[config.mk]
export PLATFORM = sky130hd
export DESIGN_NAME = cal_alarm_match
export DESIGN_NICKNAME = d
export VERILOG_FILES = /design/src/rtl/cal_alarm_pkg.sv /design/src/rtl/cal_alarm_unit.sv /design/src/rtl/cal_alarm_irq.sv /design/src/rtl/cal_alarm_match.sv
export SDC_FILE = /design/constraint.sdc
export NUM_CORES = 1
export LEC_CHECK = 0
export BUFFER_PORTS_ARGS = -buffer_cell sky130_fd_sc_hd__buf_2
export CAP_MARGIN = 20
export CORE_MARGIN = 2
export CORE_UTILIZATION = 45
export CTS_BUF_LIST = sky130_fd_sc_hd__clkbuf_2
export CTS_CLUSTER_SIZE = 12
export DETAILED_ROUTE_END_ITERATION = 6
export GPL_ROUTABILITY_DRIVEN = 0
export PLACE_DENSITY = 0.61
export SKIP_LAST_GASP = 1
export SLEW_MARGIN = 20
export SYNTH_ARGS = -nofsm -noshare
export SYNTH_HDL_FRONTEND = slang
export SYNTH_HIERARCHICAL = 1
export SYNTH_SLANG_ARGS = --single-unit
[constraint.sdc]
create_clock -name clk -period 3.8 [get_ports clk]
set_input_delay 0.76 -clock clk [delete_from_list [all_inputs] [get_ports clk]]
set_output_delay 0.76 -clock clk [all_outputs]
set_load 0.1 [all_outputs]
[src/rtl/cal_alarm_pkg.sv]
package cal_alarm_pkg;
  // number of compare fields per alarm unit
  localparam int NUM_FIELDS = 6;
  // address bits that select a field inside one unit
  localparam int FIELD_AW   = 3;
  // widest BCD time field
  localparam int VAL_W      = 7;

  typedef enum logic [FIELD_AW-1:0] {
    FLD_SEC   = 3'd0,
    FLD_MIN   = 3'd1,
    FLD_HOUR  = 3'd2,
    FLD_DATE  = 3'd3,
    FLD_MONTH = 3'd4,
    FLD_WDAY  = 3'd5
  } field_e;

  // number of meaningful BCD bits for each field
  function automatic int field_bits(input int f);
    case (f)
      0, 1:    return 7;
      2, 3:    return 6;
      4:       return 5;
      default: return 3;
    endcase
  endfunction
endpackage

[src/rtl/cal_alarm_unit.sv]
module cal_alarm_unit
  import cal_alarm_pkg::*;
#(
  parameter int DATA_W = 8
) (
  input  logic                             clk,
  input  logic                             rst,
  input  logic                             wr_en,
  input  logic [FIELD_AW-1:0]              wr_field,
  input  logic [DATA_W-1:0]                wdata,
  input  logic [FIELD_AW-1:0]              rd_field,
  output logic [DATA_W-1:0]                rd_val,
  input  logic [NUM_FIELDS-1:0][VAL_W-1:0] cur_time,
  output logic                             match
);
  localparam int EN_BIT = DATA_W - 1;
  localparam logic [FIELD_AW-1:0] LAST_FLD = FIELD_AW'(NUM_FIELDS - 1);

  logic [DATA_W-1:0]     cfg_q [NUM_FIELDS];
  logic [NUM_FIELDS-1:0] fld_en;
  logic [NUM_FIELDS-1:0] fld_hit;

  always_ff @(posedge clk) begin
    if (rst) begin
      for (int i = 0; i < NUM_FIELDS; i++) cfg_q[i] <= '0;
    end else if (wr_en && (wr_field <= LAST_FLD)) begin
      cfg_q[wr_field] <= wdata;
    end
  end

  // one masked comparator per field, sized to that field's BCD width
  for (genvar f = 0; f < NUM_FIELDS; f++) begin : g_fld
    localparam int FW = field_bits(f);
    assign fld_en[f]  = cfg_q[f][EN_BIT];
    assign fld_hit[f] = !fld_en[f] || (cfg_q[f][FW-1:0] == cur_time[f][FW-1:0]);
  end

  assign match  = (|fld_en) && (&fld_hit);
  assign rd_val = (rd_field <= LAST_FLD) ? cfg_q[rd_field] : '0;
endmodule

[src/rtl/cal_alarm_irq.sv]
module cal_alarm_irq #(
  parameter int N_ALARMS = 2
) (
  input  logic                clk,
  input  logic                rst,
  input  logic                tick,
  input  logic [N_ALARMS-1:0] match,
  input  logic                clr,
  input  logic                rep_mode,
  input  logic [N_ALARMS-1:0] irq_en,
  output logic [N_ALARMS-1:0] flags,
  output logic                irq
);
  logic [N_ALARMS-1:0] flag_q, flag_n;
  logic [N_ALARMS-1:0] pulse_q, pulse_n;
  logic [N_ALARMS-1:0] src;
  logic                irq_q;

  always_comb begin
    // a hit in the clearing cycle survives the clear
    flag_n  = (tick ? match : '0) | (clr ? '0 : flag_q);
    // the pulse state is refreshed on every tick
    pulse_n = tick ? match : pulse_q;
    src     = rep_mode ? pulse_n : flag_n;
  end

  always_ff @(posedge clk) begin
    if (rst) begin
      flag_q  <= '0;
      pulse_q <= '0;
      irq_q   <= 1'b0;
    end else begin
      flag_q  <= flag_n;
      pulse_q <= pulse_n;
      irq_q   <= |(src & irq_en);
    end
  end

  assign flags = flag_q;
  assign irq   = irq_q;
endmodule

[src/rtl/cal_alarm_match.sv]
module cal_alarm_match
  import cal_alarm_pkg::*;
#(
  parameter  int N_ALARMS = 2,
  parameter  int DATA_W   = 8,
  localparam int UNIT_AW  = (N_ALARMS > 1) ? $clog2(N_ALARMS) : 1,
  localparam int ADDR_W   = FIELD_AW + UNIT_AW + 1
) (
  input  logic              clk,
  input  logic              rst,
  input  logic              tick,
  input  logic [6:0]        cur_sec,
  input  logic [6:0]        cur_min,
  input  logic [5:0]        cur_hour,
  input  logic [5:0]        cur_date,
  input  logic [4:0]        cur_month,
  input  logic [2:0]        cur_wday,
  input  logic              wr_en,
  input  logic              rd_en,
  input  logic [ADDR_W-1:0] addr,
  input  logic [DATA_W-1:0] wdata,
  output logic [DATA_W-1:0] rdata,
  output logic              irq
);
  localparam logic [ADDR_W-1:0] CTRL_ADDR = {1'b1, {(ADDR_W-1){1'b0}}};
  localparam logic [ADDR_W-1:0] STAT_ADDR = {1'b1, {(ADDR_W-2){1'b0}}, 1'b1};

  logic [NUM_FIELDS-1:0][VAL_W-1:0] cur_time;
  logic [N_ALARMS-1:0]              match_vec;
  logic [N_ALARMS-1:0]              flags;
  logic [DATA_W-1:0]                rd_vals [N_ALARMS];
  logic                             im_q;
  logic [N_ALARMS-1:0]              al_en_q;
  logic [DATA_W-1:0]                rdata_q, rd_next;
  logic                             sel_alarm;
  logic [UNIT_AW-1:0]               unit_sel;
  logic [FIELD_AW-1:0]              field_sel;
  logic                             stat_rd;

  assign cur_time[FLD_SEC]   = cur_sec;
  assign cur_time[FLD_MIN]   = cur_min;
  assign cur_time[FLD_HOUR]  = {1'b0, cur_hour};
  assign cur_time[FLD_DATE]  = {1'b0, cur_date};
  assign cur_time[FLD_MONTH] = {2'b00, cur_month};
  assign cur_time[FLD_WDAY]  = {4'b0000, cur_wday};

  assign sel_alarm = !addr[ADDR_W-1];
  assign unit_sel  = addr[ADDR_W-2 -: UNIT_AW];
  assign field_sel = addr[FIELD_AW-1:0];
  assign stat_rd   = rd_en && (addr == STAT_ADDR);

  for (genvar u = 0; u < N_ALARMS; u++) begin : g_unit
    cal_alarm_unit #(.DATA_W(DATA_W)) u_unit (
      .clk      (clk),
      .rst      (rst),
      .wr_en    (wr_en && sel_alarm && (unit_sel == UNIT_AW'(u))),
      .wr_field (field_sel),
      .wdata    (wdata),
      .rd_field (field_sel),
      .rd_val   (rd_vals[u]),
      .cur_time (cur_time),
      .match    (match_vec[u])
    );
  end

  cal_alarm_irq #(.N_ALARMS(N_ALARMS)) u_irq (
    .clk      (clk),
    .rst      (rst),
    .tick     (tick),
    .match    (match_vec),
    .clr      (stat_rd),
    .rep_mode (im_q),
    .irq_en   (al_en_q),
    .flags    (flags),
    .irq      (irq)
  );

  // control register: mode bit and per-alarm interrupt gates
  always_ff @(posedge clk) begin
    if (rst) begin
      im_q    <= 1'b0;
      al_en_q <= '0;
    end else if (wr_en && (addr == CTRL_ADDR)) begin
      im_q    <= wdata[0];
      al_en_q <= wdata[N_ALARMS:1];
    end
  end

  always_comb begin
    rd_next = '0;
    if (rd_en) begin
      if (sel_alarm) begin
        if (int'(unit_sel) < N_ALARMS) rd_next = rd_vals[unit_sel];
      end else if (addr == CTRL_ADDR) begin
        rd_next = {{(DATA_W-N_ALARMS-1){1'b0}}, al_en_q, im_q};
      end else if (addr == STAT_ADDR) begin
        rd_next = {{(DATA_W-N_ALARMS){1'b0}}, flags};
      end
    end
  end

  always_ff @(posedge clk) begin
    if (rst) rdata_q <= '0;
    else     rdata_q <= rd_next;
  end

  assign rdata = rdata_q;
endmodule

==> impl_metrics.tcl, run 1 <==
set metrics [dict create \
    initial_core_util 0.4633 \
    routedWlPerCell_um 22.15 \
    drtIter0Drc 427 \
    worstSetupStartpointType "flip-flop" \
    antenna_left 0 \
    postCtsHoldBufs 0 \
    hp-class "input pin to flip-flop" \
    vias_per_cell 5.707 \
    grt_first_pass_wirelength_um 24580 \
    die_area_um2 14030 \
    grt_start_max_net_pins 30 \
    multi_input_area_um2 2467 \
    crit_required_ns 4.40 \
    yosys_warnings 6 \
    regArea_um2 3203 \
    rsz0062_at_grt "no" \
    boundaryPins 61 \
    path_clk_slew_ns 0.32 \
    fin_area_um2 6469 \
    fin_tns_setup_ns 0 \
    path_cells "xor2_1 > nor4_1 > nand4_1 > a211oi_1 > nand2_1 > a21oi_1 > o41a_1" \
    dp_hpwl_um 12740 \
    cts_root_buf "clkbuf_2" \
    h-tree-depth 3 \
    antenna_found_initial 1 \
    path_buf_inv 0 \
    die_y_um 118.5 \
    clk_latency_ns 0.65 \
    drv_slew 0 \
    slew_headroom 0.2967 \
    period_needed_ns 2.286 \
    grt_pass1_vias 4171 \
    synth.avg_cell_area_um2 11.88 \
    syn_inst 496 \
    groute.usage.overall 0.2415 \
    critical_path.top_delay_family "compound AO/OA/AOI/OAI gates" \
    status "finished clean" \
    cts_buffers 9 \
    numPortBuffers 60 \
    clk_path_buf_depth 2 \
    first_pass_iters 5 \
    fin_ws_ns 1.514 \
    synthToLayoutAreaGrowth_pct 9.743 \
    clock-sinks 112 \
    dp_slack_ns 0.8485 \
    tightest_slew_ns 1.046 \
    crit_arrival_ns 2.89 \
    crit_type "flip-flop to flip-flop" \
    fin_nets 608 \
    drv_cap 0 \
    coreArea_um2 12720 \
    cpMaxStageDelayCell "a211oi_1" \
    dpl_cell_area_um2 6344 \
    final_cell_mix "edfxtp_1, nor2_1, buf_2" \
    cp-end-kind "flip-flop" \
    route.vias.total 4189 \
    core.rowCount 41 \
    powerDensity_nw_per_um2 364.1 \
    wl_um 16260 \
    hold_violations 0 \
    clock_skew_ns 0.04507 \
    slowest_delay_ns 0.57 \
    setup_violations 0 \
    finalCritPeriodShare 0.6016 \
    cellLeakagePower_nw 2.369 \
    cts_tree "built" \
    die-width_um 118.5 \
    cts_setup_buffers 0 \
    overflow 0 \
    drc_errors 0 \
    peakVddDrop_mv 0.1668 \
    final_common_cell "edfxtp_1" \
    cp_max_fo 2 \
    synth_fp_nets 548 \
    nFillCells 1164 \
    mappedNetlistArea_um2 5894 \
    cts_resized 0 \
    fmax_ghz 0.4375 \
    drive_above_1_share 0.2121 \
]
-- tightest hold or removal path, stage by stage --
cell	delay, ns
buf_2	0.14
nand2b_1	0.07
mux2i_1	0.06
-- final timing paths --
kind,start,endpoint,slack [ns],depth (start not counted)
worst max-delay path,g_unit[1].u_unit/cfg_q[1][4],u_irq/irq,1.51,7
worst min-delay path,wdata[0],im_q,0.36,3
worst max register to register,g_unit[1].u_unit/cfg_q[1][4],u_irq/irq,1.51,7
worst min register to register,u_irq/flags[0],u_irq/flags[0],0.53,2
-- power breakdown --
| part | switching [mW] | leakage (nW) | internal (mW) |
|---|---|---|---|
| registers | 0.0533 | 1.04 | 1.40 |
| logic | 0.197 | 1.25 | 0.139 |
| clock network | 0.411 | 0.0729 | 0.159 |
| total | 0.662 | 2.37 | 1.69 |
-- flip-flops by register name, summed over array words and instances (netlist names) --
| name | flops |
|---|---|
| u_irq/irq | 1 |
| rdata | 8 |
| g_unit.u_unit/cfg_q | 96 |
| u_irq/flags | 2 |
| im_q | 1 |
| al_en_q | 2 |
| u_irq/pulse_q | 2 |
-- metrics by stage --
stage	total power, mW	utilization	hold slack [ns]	std cells
2_1_floorplan	1.674	-	0.4563	496
3_3_place_gp	1.801	0.4986	0.4812	717
3_5_place_dp	1.807	0.4986	0.4870	717
4_1_cts	2.367	0.5083	0.3359	733
5_1_grt	2.452	0.5085	0.3373	734
6_report	2.355	0.5085	0.3645	734
-- routing by layer --
metal,part of all wire,vias to the layer above,GRT usage,wire [µm]
li1,-,1889,-,-
met1,0.42,2049,0.3339,6883
met2,0.46,221,0.3714,7463
met3,0.091,30,0.05116,1483
met4,0.026,0,0.09896,427
met5,0,-,0,0
-- layout make-up --
class                   instances  share of cell area
diodes                          1           0.0003868
repair buffers                 63             0.04990
clock inverters                 7             0.01199
multi-input cells             334              0.3814
well taps                     172             0.03327
flip-flops and latches        112              0.4952
inverters                      36             0.02089
clock buffers                   9            0.006963
Note: power is estimated with default switching activity, not from simulation.
==> inputs of run 2 (changes only) <==
PLACE_DENSITY = 0.63   (was 0.61)
clock period = 1.9 ns   (was 3.8 ns; I/O delays follow)
==> impl_metrics.tcl, run 2 (synthesis results as in run 1) <==
set metrics [dict create \
    regMostFlops "g_unit.u_unit/cfg_q" \
    dp_hpwl_um 13120 \
    grt_use_met2 0.3851 \
    groute.usage.overall 0.2465 \
    grt_start_max_net_pins 19 \
    rsz0062_at_grt "yes" \
    worstSetupStartpointType "flip-flop" \
    wl_um 16770 \
    grt_first_pass_wirelength_um 25210 \
    crit_arrival_ns 2.65 \
    tightest_slew_ns 0.4863 \
    fmax_ghz 0.4864 \
    cts_root_buf "clkbuf_2" \
    r2r_start "g_unit[1].u_unit/cfg_q[0][4]" \
    clk_latency_ns 0.65 \
    clock-sinks 112 \
    antenna_left 0 \
    final_common_cell "edfxtp_1" \
    antenna_found_initial 0 \
    cts_buffers 9 \
    fin_nets 662 \
    fin_ws_ns -0.1557 \
    drc_errors 0 \
    clock_skew_ns 0.02450 \
    final_cell_mix "edfxtp_1, nor2_1, buf_2" \
    largest_reg_flops 96 \
    n_antenna_cell 0 \
    fin_tns_setup_ns -0.1557 \
    h-tree-depth 3 \
    dp_slack_ns -0.2570 \
    setup_violations 1 \
    min-delay-start "tick" \
    hold_violations 0 \
    drv_slew 0 \
    hp-class "input pin to flip-flop" \
    worst_hold_slack_ns 0.06536 \
    routedWlPerCell_um 21.31 \
    finalCritPeriodShare 1.082 \
    die_area_um2 14030 \
    drtIter0Drc 324 \
    initial_core_util 0.4633 \
    cellLeakagePower_nw 2.660 \
    stdcell_count 787 \
    cp_max_fo 2 \
    cts_tree "built" \
    period_needed_ns 2.056 \
    post-route-util 0.5505 \
    grt_use_met1 0.3325 \
    vias_per_cell 5.595 \
    boundaryPins 61 \
    peakVddDrop_mv 0.5307 \
    crit_required_ns 2.50 \
    route.vias.total 4403 \
    path_clk_slew_ns 0.29 \
    crit_type "flip-flop to flip-flop" \
    slew_headroom 0.6781 \
    clk_path_buf_depth 2 \
    cp-startpoint "g_unit[1].u_unit/cfg_q[0][4]" \
    overflow 0 \
    first_pass_iters 5 \
    synthToLayoutAreaGrowth_pct 18.81 \
    drv_cap 0 \
    powerDensity_nw_per_um2 662.7 \
    grt_pass1_vias 4382 \
    use_met3 0.05647 \
    dpl.cell_count 765 \
    drive_above_1_share 0.2911 \
    die_y_um 118.5 \
    violations "negative setup slack" \
    die-width_um 118.5 \
    coreArea_um2 12720 \
    cp-end-kind "flip-flop" \
    busiest_layer "met2" \
    numPortBuffers 60 \
    status "finished with violations" \
    core.rowCount 41 \
]
run 2: changes by cell type in the layout (fill, tap and decap cells not counted), moves of 2 or more:
cell	delta
buf_12	+7
buf_4	+43
clkbuf_2	+2
clkinv_4	-2
dlygate4sd3_1	+4
nand2b_1	-4
nand2b_2	+2
nand2b_4	+2
o31ai_1	-2
o31ai_2	+2
run 2: where the power goes:
group	switching (mW)	total (mW)	internal, mW
clock	0.775	0.954	0.179
sequential	0.0949	2.88	2.79
combinational	0.439	0.804	0.364
total	1.31	4.64	3.33
run 2: routing by layer:
metal,share of wire,vias up,routed length (µm)
met1,0.42,2157,7099
li1,-,1982,-
met4,0.034,0,575
met3,0.085,38,1434
met5,0,-,0
met2,0.46,226,7665
run 2: worst max-delay path, cell delays in order, from the launching register on:
cell,delay (ns)
edfxtp_1,0.50
xnor2_1,0.19
nand4_1,0.13
o41ai_2,0.34
nand4_1,0.17
a211oi_2,0.17
buf_4,0.16
nand2_4,0.05
a21oi_1,0.14
o41a_1,0.15
run 2: layout make-up:
class,instances,area [µm²]
Tap cell,172,215.2
Multi-Input combinational cell,334,2534
Sequential cell,112,3203
Clock buffer,11,55.05
Timing Repair Buffer,117,828.3
Clock inverter,5,32.53
Fill cell,1151,5719
Inverter,36,135.1
run 2: path summary, 6_finish.rpt:
check                    to  slack [ns]  depth (start not counted)
max reg2reg       u_irq/irq       -0.16                          9
min          u_irq/flags[0]        0.07                          3
max               u_irq/irq       -0.16                          9
min reg2reg      al_en_q[1]        0.54                          2
run 2: repair_timing:
item / CTS / global route
setup buffers: 0 / 2
hold buffers: 3 / 1
gates resized for setup: 4 / 5
setup endpoints to repair: 3 / 6
pin swaps: 0 / 6
hold endpoints to repair: 3 / 1
run 2: through the flow:
step	area [µm²]	total power, mW
floorplan	5921	3.351
global placement	6817	3.698
detailed placement	6817	3.708
CTS	6957	4.649
global route	7003	4.802
finish	7003	4.641
==> inputs of run 3 (changes only) <==
MAX_ROUTING_LAYER = met4   (was not set)
==> impl_metrics.tcl, run 3 (synthesis results as in run 1) <==
set metrics [dict create \
    regArea_um2 3203 \
    period_needed_ns 2.038 \
    slew_headroom 0.6780 \
    worst_hold_slack_ns 0.06296 \
    antenna_found_initial 1 \
    coreArea_um2 12720 \
    clk_latency_ns 0.64 \
    drtIter0Drc 370 \
    routedWlPerCell_um 21.30 \
    final_common_cell "edfxtp_1" \
    hp-class "input pin to flip-flop" \
    setup_violations 1 \
    p_total_mw 4.636 \
    boundaryPins 61 \
    dp_hpwl_um 13120 \
    dp_slack_ns -0.2570 \
    clock_skew_ns 0.01857 \
    drive_above_1_share 0.2911 \
    drv_cap 0 \
    die_area_um2 14030 \
    cellLeakagePower_nw 2.660 \
    p_seq_frac 0.622 \
    finalCritPeriodShare 1.073 \
    h-tree-depth 3 \
    violations "negative setup slack" \
    initial_core_util 0.4633 \
    grt_start_max_net_pins 19 \
    status "finished with violations" \
    crit_arrival_ns 2.63 \
    drc_errors 0 \
    vias_per_cell 5.594 \
    final_cell_mix "edfxtp_1, nor2_1, buf_2" \
    crit_required_ns 2.49 \
    fin_ws_ns -0.1378 \
    clk_path_buf_depth 2 \
    overflow 0 \
    cp-startpoint "g_unit[0].u_unit/cfg_q[4][2]" \
    r2r_start "g_unit[0].u_unit/cfg_q[4][2]" \
    powerDensity_nw_per_um2 661.8 \
    swShare 0.2813 \
    cts_tree "built" \
    fin_tns_setup_ns -0.1378 \
    path_clk_slew_ns 0.26 \
    grt_first_pass_wirelength_um 25250 \
    fin_nets 662 \
    regMostFlops "g_unit.u_unit/cfg_q" \
    power.internal_mw 3.332 \
    cp_max_fo 2 \
    worstSetupStartpointType "flip-flop" \
    die-width_um 118.5 \
    wl_um 16790 \
    rsz0062_at_grt "yes" \
    synthToLayoutAreaGrowth_pct 18.85 \
    grt_pass1_vias 4372 \
    die_y_um 118.5 \
    pwr-share-comb 0.173 \
    route.vias.total 4408 \
    cts_root_buf "clkbuf_2" \
    min-delay-start "tick" \
    crit_type "flip-flop to flip-flop" \
    first_pass_iters 5 \
    antenna_left 0 \
    hold_violations 0 \
    pwr-share-clk 0.205 \
    cp-end-kind "flip-flop" \
    cts_buffers 9 \
    nFillCells 1152 \
    numPortBuffers 60 \
    tightest_slew_ns 0.4863 \
    groute.usage.overall 0.2539 \
    fmax_ghz 0.4907 \
    core.rowCount 41 \
    power.switching_mw 1.304 \
    drv_slew 0 \
    peakVddDrop_mv 0.5332 \
    clock-sinks 112 \
    multi_input_area_um2 2534 \
    largest_reg_flops 96 \
]
==> run 3: timing repair <==
| item | in CTS | in global routing |
|---|---|---|
| endpoints found under the setup margin | 3 | 6 |
| buffers inserted | 0 | 2 |
| gates resized for setup | 4 | 5 |
| pin swaps | 0 | 6 |
| hold buffers | 3 | 1 |
| hold endpoints to repair | 3 | 1 |
==> run 3: worst paths after layout <==
kind | endpoint | slack [ns] | cells past startpoint
setup / recovery | u_irq/irq | -0.14 | 9
hold / removal | u_irq/flags[0] | 0.06 | 3
setup reg to reg | u_irq/irq | -0.14 | 9
hold reg to reg | al_en_q[1] | 0.54 | 2
==> run 3: cell type report <==
class,instances,area share
Sequential cell,112,0.4572
Clock buffer,11,0.007859
Clock inverter,5,0.004644
Antenna cell,1,0.0003572
Inverter,36,0.01929
Multi-Input combinational cell,334,0.3617
Timing Repair Buffer,117,0.1182
Tap cell,172,0.03072
==> run 3: power by group through the flow <==
stage               Clock, mW  Combinational (mW)  Sequential (mW)
floorplan                   0               0.419             2.93
global placement            0               0.763             2.94
detailed placement          0               0.771             2.94
CTS                     0.980               0.786             2.88
global route             1.05               0.849             2.90
finish                  0.949               0.803             2.88
==> run 3: through the flow <==
stage	cell area [µm²]	instances	util
2_1_floorplan	5921	496	-
3_3_place_gp	6817	765	0.5358
3_5_place_dp	6817	765	0.5358
4_1_cts	6957	784	0.5468
5_1_grt	7005	788	0.5506
6_report	7005	788	0.5506
==> run 3: routing by layer <==
| metal | global-route usage | wire, µm | up-vias | share of wire |
|---|---|---|---|---|
| met3 | 0.05454 | 1392 | 37 | 0.083 |
| met5 | - | 0 | - | 0 |
| li1 | - | - | 1982 | - |
| met1 | 0.3328 | 7132 | 2168 | 0.42 |
| met2 | 0.3869 | 7690 | 221 | 0.46 |
| met4 | 0.1019 | 570 | 0 | 0.034 |
==> run 3: critical path, cell delays in order (launching register included) <==
cell and delay, ns:
edfxtp_1 0.50, xnor2_1 0.17, nand3_1 0.10, o31ai_1 0.25, buf_4 0.16, nand4_1 0.13, a211oi_4 0.26, nand2_1 0.12
a21oi_1 0.16, o41a_1 0.16
